`src/rtl/ctm_pkg.sv`:
```
package ctm_pkg;

    localparam int N_SLOTS     = 4;
    localparam int PERIOD_SLOT = 3;

    typedef enum logic [1:0] {
        EDGE_OFF  = 2'b00,
        EDGE_RISE = 2'b01,
        EDGE_FALL = 2'b10,
        EDGE_BOTH = 2'b11
    } edge_sel_e;

    typedef enum logic [1:0] {
        ACT_KEEP   = 2'b00,
        ACT_LOW    = 2'b01,
        ACT_HIGH   = 2'b10,
        ACT_TOGGLE = 2'b11
    } out_act_e;

    typedef struct packed {
        logic rise;
        logic fall;
    } edge_ev_t;

    function automatic logic edge_hit(edge_sel_e sel, edge_ev_t ev);
        case (sel)
            EDGE_RISE: return ev.rise;
            EDGE_FALL: return ev.fall;
            EDGE_BOTH: return ev.rise | ev.fall;
            default:   return 1'b0;
        endcase
    endfunction

    function automatic logic apply_act(out_act_e act, logic cur);
        case (act)
            ACT_LOW:    return 1'b0;
            ACT_HIGH:   return 1'b1;
            ACT_TOGGLE: return ~cur;
            default:    return cur;
        endcase
    endfunction

endpackage

```
`src/rtl/ctm_counter.sv`:
```
module ctm_counter #(
    parameter int CNT_W = 16
) (
    input  logic             clk,
    input  logic             rst,
    input  logic             en,
    input  logic             ld,
    input  logic [CNT_W-1:0] ld_val,
    input  logic             clr_req,
    output logic [CNT_W-1:0] cnt,
    output logic             wrap_evt
);
    localparam logic [CNT_W-1:0] CNT_MAX = '1;

    assign wrap_evt = en && !ld && !clr_req && (cnt == CNT_MAX);

    always_ff @(posedge clk) begin
        if (rst) begin
            cnt <= '0;
        end else if (ld) begin
            cnt <= ld_val;
        end else if (en) begin
            cnt <= clr_req ? '0 : cnt + 1'b1;
        end
    end
endmodule

```
`src/rtl/ctm_edge_sync.sv`:
```
module ctm_edge_sync
    import ctm_pkg::*;
#(
    parameter int STAGES = 2
) (
    input  logic     clk,
    input  logic     rst,
    input  logic     pin,
    output edge_ev_t ev
);
    logic [STAGES:0] shreg;

    always_ff @(posedge clk) begin
        if (rst) begin
            shreg <= '0;
        end else begin
            shreg <= {shreg[STAGES-1:0], pin};
        end
    end

    assign ev.rise = shreg[STAGES-1] & ~shreg[STAGES];
    assign ev.fall = ~shreg[STAGES-1] & shreg[STAGES];
endmodule

```
`src/rtl/ctm_slot.sv`:
```
module ctm_slot
    import ctm_pkg::*;
#(
    parameter int CNT_W     = 16,
    parameter bit DUTY_SLOT = 1'b1
) (
    input  logic             clk,
    input  logic             rst,
    input  logic [CNT_W-1:0] cnt,
    input  logic             cnt_en,
    input  logic             pwm_mode,
    input  logic             is_cap,
    input  edge_sel_e        edge_sel,
    input  out_act_e         act,
    input  edge_ev_t         ev,
    input  logic             evt,
    input  logic             ld,
    input  logic [CNT_W-1:0] ld_val,
    input  logic             period_clr,
    output logic [CNT_W-1:0] reg_q,
    output logic             match_evt,
    output logic             irq_evt,
    output logic             pin_q,
    output logic             oe
);
    logic compare_active;
    logic cap_pin;

    assign compare_active = pwm_mode || !is_cap;
    assign match_evt      = cnt_en && compare_active && (cnt == reg_q);
    assign cap_pin        = !pwm_mode && is_cap && edge_hit(edge_sel, ev);
    assign irq_evt        = cap_pin || match_evt;
    assign oe             = pwm_mode ? DUTY_SLOT : !is_cap;

    always_ff @(posedge clk) begin
        if (rst) begin
            reg_q <= '0;
        end else if (ld) begin
            reg_q <= ld_val;
        end else if (cap_pin || evt) begin
            reg_q <= cnt;
        end
    end

    generate
        if (DUTY_SLOT) begin : g_duty
            always_ff @(posedge clk) begin
                if (rst) begin
                    pin_q <= 1'b0;
                end else if (pwm_mode) begin
                    if (period_clr) begin
                        pin_q <= (reg_q != '0);
                    end else if (match_evt) begin
                        pin_q <= 1'b0;
                    end
                end else if (match_evt) begin
                    pin_q <= apply_act(act, pin_q);
                end
            end
        end else begin : g_period
            always_ff @(posedge clk) begin
                if (rst || pwm_mode) begin
                    pin_q <= 1'b0;
                end else if (match_evt) begin
                    pin_q <= apply_act(act, pin_q);
                end
            end
        end
    endgenerate
endmodule

```
`src/rtl/ctm_flags.sv`:
```
module ctm_flags #(
    parameter int NF = 5
) (
    input  logic          clk,
    input  logic          rst,
    input  logic [NF-1:0] set,
    input  logic [NF-1:0] clr,
    output logic [NF-1:0] q
);
    always_ff @(posedge clk) begin
        if (rst) begin
            q <= '0;
        end else begin
            q <= (q & ~clr) | set;
        end
    end
endmodule

```
`src/rtl/cc_timer_channel.sv`:
```
module cc_timer_channel
    import ctm_pkg::*;
#(
    parameter int CNT_W       = 16,
    parameter int SYNC_STAGES = 2
) (
    input  logic                     clk,
    input  logic                     rst,
    input  logic                     cnt_en,
    input  logic                     pwm_mode,
    input  logic [N_SLOTS-1:0]       slot_is_cap,
    input  logic [2*N_SLOTS-1:0]     cap_edge,
    input  logic [2*N_SLOTS-1:0]     cmp_act,
    input  logic [N_SLOTS-1:0]       clr_sel,
    input  logic [N_SLOTS-1:0]       ld_slot,
    input  logic                     ld_cnt,
    input  logic [CNT_W-1:0]         ld_data,
    input  logic [N_SLOTS-1:0]       evt_strobe,
    input  logic [N_SLOTS-1:0]       pin_in,
    output logic [N_SLOTS-1:0]       pin_out,
    output logic [N_SLOTS-1:0]       pin_oe,
    input  logic [N_SLOTS:0]         flag_clr,
    output logic [N_SLOTS:0]         flags,
    output logic [CNT_W-1:0]         cnt_out,
    output logic [N_SLOTS*CNT_W-1:0] reg_out
);
    localparam int NF = N_SLOTS + 1;

    logic [CNT_W-1:0]   cnt;
    logic               wrap_evt;
    logic               clr_req;
    logic               period_clr;
    logic [N_SLOTS-1:0] match_evt;
    logic [N_SLOTS-1:0] irq_evt;
    edge_ev_t           pin_ev [N_SLOTS];

    assign period_clr = pwm_mode && match_evt[PERIOD_SLOT];
    assign clr_req    = pwm_mode ? match_evt[PERIOD_SLOT] : |(match_evt & clr_sel);

    ctm_counter #(.CNT_W(CNT_W)) u_counter (
        .clk      (clk),
        .rst      (rst),
        .en       (cnt_en),
        .ld       (ld_cnt),
        .ld_val   (ld_data),
        .clr_req  (clr_req),
        .cnt      (cnt),
        .wrap_evt (wrap_evt)
    );

    for (genvar i = 0; i < N_SLOTS; i++) begin : g_slot
        ctm_edge_sync #(.STAGES(SYNC_STAGES)) u_sync (
            .clk (clk),
            .rst (rst),
            .pin (pin_in[i]),
            .ev  (pin_ev[i])
        );

        ctm_slot #(
            .CNT_W     (CNT_W),
            .DUTY_SLOT (i != PERIOD_SLOT)
        ) u_slot (
            .clk        (clk),
            .rst        (rst),
            .cnt        (cnt),
            .cnt_en     (cnt_en),
            .pwm_mode   (pwm_mode),
            .is_cap     (slot_is_cap[i]),
            .edge_sel   (edge_sel_e'(cap_edge[2*i +: 2])),
            .act        (out_act_e'(cmp_act[2*i +: 2])),
            .ev         (pin_ev[i]),
            .evt        (evt_strobe[i]),
            .ld         (ld_slot[i]),
            .ld_val     (ld_data),
            .period_clr (period_clr),
            .reg_q      (reg_out[i*CNT_W +: CNT_W]),
            .match_evt  (match_evt[i]),
            .irq_evt    (irq_evt[i]),
            .pin_q      (pin_out[i]),
            .oe         (pin_oe[i])
        );
    end

    ctm_flags #(.NF(NF)) u_flags (
        .clk (clk),
        .rst (rst),
        .set ({wrap_evt, irq_evt}),
        .clr (flag_clr),
        .q   (flags)
    );

    assign cnt_out = cnt;
endmodule

```
`config.mk`:
```
export PLATFORM = sky130hd
export DESIGN_NAME = cc_timer_channel
export DESIGN_NICKNAME = d
export VERILOG_FILES = /design/src/rtl/ctm_pkg.sv /design/src/rtl/ctm_counter.sv /design/src/rtl/ctm_edge_sync.sv /design/src/rtl/ctm_slot.sv /design/src/rtl/ctm_flags.sv /design/src/rtl/cc_timer_channel.sv
export SDC_FILE = /design/constraint.sdc
export NUM_CORES = 1
export LEC_CHECK = 0
export CAP_MARGIN = 20
export CORE_MARGIN = 2
export CORE_UTILIZATION = 55
export CTS_BUF_LIST = sky130_fd_sc_hd__clkbuf_2
export DETAILED_ROUTE_END_ITERATION = 16
export HOLD_SLACK_MARGIN = 0.12
export PLACE_DENSITY = 0.85
export SETUP_SLACK_MARGIN = 0.02
export SYNTH_ARGS = -nofsm -noshare
export SYNTH_HDL_FRONTEND = slang
export SYNTH_SLANG_ARGS = --single-unit
export TNS_END_PERCENT = 50
```
`constraint.sdc`:
```
create_clock -name clk -period 4.84 [get_ports clk]
set_input_delay 0.968 -clock clk [delete_from_list [all_inputs] [get_ports clk]]
set_output_delay 0.968 -clock clk [all_outputs]
set_load 0.02 [all_outputs]
```
==> out/results.txt <==
Post-Syn Area per Cell: 8.49 sq um
antenna viol nets, final: 0
Ant. Diodes: 0
vias in the first global route: 5,739
fraction of the cycle the final worst path needs: 76.1%
Reg2Reg Depth: 7
most numerous cell in the Yosys netlist: dfxtp_1
first-pass GRT wire length: 30,600 um
CTS tree: yes
initial antenna violation count: 0
cts bufs inserted: 9
highest clock rate: 271 MHz
Fin Setup TNS: 0 ns
DRC violations left: 0
max-cap viol count: 0
Fill cells: 872
# H-tree levels: 3
Final nets: 894
First-pass DRT Iterations: 6
# hold bufs at CTS: 0
io pins: 155
DR vias/cell: 6.28
crit path capture type: primary output
largest net degree at the start of global routing: 65
endpoints failing hold: 0
crit-path most repeated cell: clkdlybuf4s50_1
RSZ-0062 raised after global routing: false
# port buffers: 154
cell area after placement: 7520 sq um
share of cells above drive strength 1: 4.83%
Yosys cell types: 57
Slowest-stage cell, CP: clkdlybuf4s50_1
status: completed
CTS Sinks: 101
Iteration-0 DRC Markers: 580
Core ar.: 10,800 sq um
clock period minus worst slack: 3.68 ns
DP HPWL: 13,800 um
clock tree buffer depth: 2
grt ovf: 0
total track usage: 33.3%
GP Congestion: 0.923
synth top area cells: dfxtp_1 33%, mux2i_1 11%, a211oi_1 7.8%, xnor2_1 5.7%, nor2_1 5.5%
Post-synth ARST share: 0%
clock root buffer: clkbuf_2
CTS resizes: 0
Slew HR: 25.0%
type of origin of the critical path: input port
Setup Viol. Count Final: 0
Vias: 6,080
Crit path largest cell delay: 0.83 ns
postcts setup bufs: 0
starting density of the core: 56.5%
syn nets: 792
WL/cell: 20.8 um
Chip Height: 110 um
HP Class: reg -> reg
Worst Hold Path Cells: 1
Core Rows: 38
Leakage: 2.97 nW
Worst EP arrival: 2.72 ns
cell taking the most area after synthesis: dfxtp_1
post-synth top area share: 33.0%
final instance area: 7640 sq um
Setup Skew: 0.0466 ns
Ys Warns: 0
top cells by count, synth: 101 x dfxtp_1, 89 x nor2_1, 70 x mux2i_1, 64 x a211oi_1, 40 x xnor2_1
P&R area growth vs syn: 24.8%
fin. max-slew vios: 0
Yosys reg bits: 101
Die Area: 12,000 sq um
drt total wl: 20,100 um
sequence of cells on the critical path: clkdlybuf4s50_1 -> nand2b_1 -> clkdlybuf4s50_1
critical path type: in -> out
Tot Pwr: 1.98 mW
chip width: 110 um
power per cell area: 259 nW/um^2
Worst-Margin Slew: 1.12 ns
number of synthesized flops with an enable pin: 0
Max VDD drop: 152 uV
clk slew on worst S/H paths: 0.30 ns
synthesized cell area: 6120 sq um
worst endpoint required time: 3.87 ns
clock insertion delay at the later pin of the skew report: 0.60 ns
Cells after Synth: 721
Reg2Reg Setup Slack: 1.94 ns
CP max FO: 13
Synth Flop Type: dfxtp_1
register area share after synthesis: 33.0%
power breakdown:
group          switching (mW)  total, mW  leakage [nW]  internal (mW)
clock network           0.315      0.391        0.0650         0.0761
registers               0.113       1.01         0.835          0.893
logic                   0.301      0.584          2.07          0.283
state kept, by name (all words and copies together) (netlist names):
register,count
g_slot.u_slot.pin_q,4
g_slot.u_slot.reg_q,64
g_slot.u_sync.shreg,12
u_counter.cnt,16
u_flags.q,5
stage by stage:
step           std cells  hold WS, ns  worst slack, ns  util (%)
5_1_grt              968        0.440             1.09      70.5
3_5_place_dp         951        0.436             1.17      69.4
3_3_place_gp         951        0.422             1.23      69.4
6_report             968        0.423             1.16      70.5
2_1_floorplan        721        0.414             2.34         -
4_1_cts              967        0.421             1.17      70.3
metal layers:
metal  vias up  wire (um)  track usage (%)
met5         -          0                0
li1       2779          -                -
met3        79       2570             7.11
met1      2772       8080             46.5
met2       450       8610             50.2
met4         0        834             13.2
final cells by class:
type | instances | area [sq um] | area share (%)
Sequential cell | 101 | 2020 | 26.5
Timing Repair Buffer | 162 | 1610 | 21.1
Inverter | 24 | 90.1 | 1.18
Tap cell | 140 | 175 | 2.29
Clock inverter | 7 | 55.1 | 0.720
Multi-Input combinational cell | 525 | 3650 | 47.7
Clock buffer | 9 | 45.0 | 0.589
logic make-up after synthesis:
| group | after synthesis | share of synthesized area [%] |
|---|---|---|
| AO/OA/AOI/OAI | 132 | 15.9 |
| XOR/XNOR | 73 | 10.6 |
| adder cells (fa/ha/maj) | 9 | 1.84 |
| buffers and inverters | 95 | 7.42 |
| flip-flops | 101 | 33.0 |
| multiplexers | 70 | 11.4 |
| AND/OR/NAND/NOR | 241 | 19.8 |
layout by cell type, fill, tap and decap left out, types with 6 or more instances in the layout:
| cell | instances |
|---|---|
| inv_1 | 23 |
| clkdlybuf4s50_1 | 153 |
| a21oi_1 | 26 |
| a211oi_1 | 64 |
| buf_4 | 7 |
| mux2i_1 | 70 |
| ha_1 | 9 |
| xor2_1 | 32 |
| nor2_1 | 89 |
| nor3b_1 | 6 |
| and3_1 | 6 |
| nand4_1 | 10 |
| xnor2_1 | 40 |
| or3_1 | 7 |
| nand2_1 | 29 |
| nor2b_1 | 15 |
| clkbuf_2 | 9 |
| nor4_1 | 20 |
| dfxtp_1 | 101 |
| nand3_1 | 24 |
| nor3_1 | 12 |
final timing paths:
path                                                             end                                 start
worst max-delay path                                       pin_oe[0]                              pwm_mode
worst min-delay path            g_slot[0].u_sync.shreg[1]$_SDFF_PP0_  g_slot[0].u_sync.shreg[0]$_SDFF_PP0_
worst max register to register         u_counter.cnt[0]$_SDFFE_PP0P_        u_counter.cnt[10]$_SDFFE_PP0P_
worst min register to register  g_slot[0].u_sync.shreg[1]$_SDFF_PP0_  g_slot[0].u_sync.shreg[0]$_SDFF_PP0_
critical path: cells and delay by family:
family / cells / cell delay [ns]
buffers and inverters: 2 / 1.47
AND/OR/NAND/NOR: 1 / 0.28
Power figures use the tool's default switching activity.
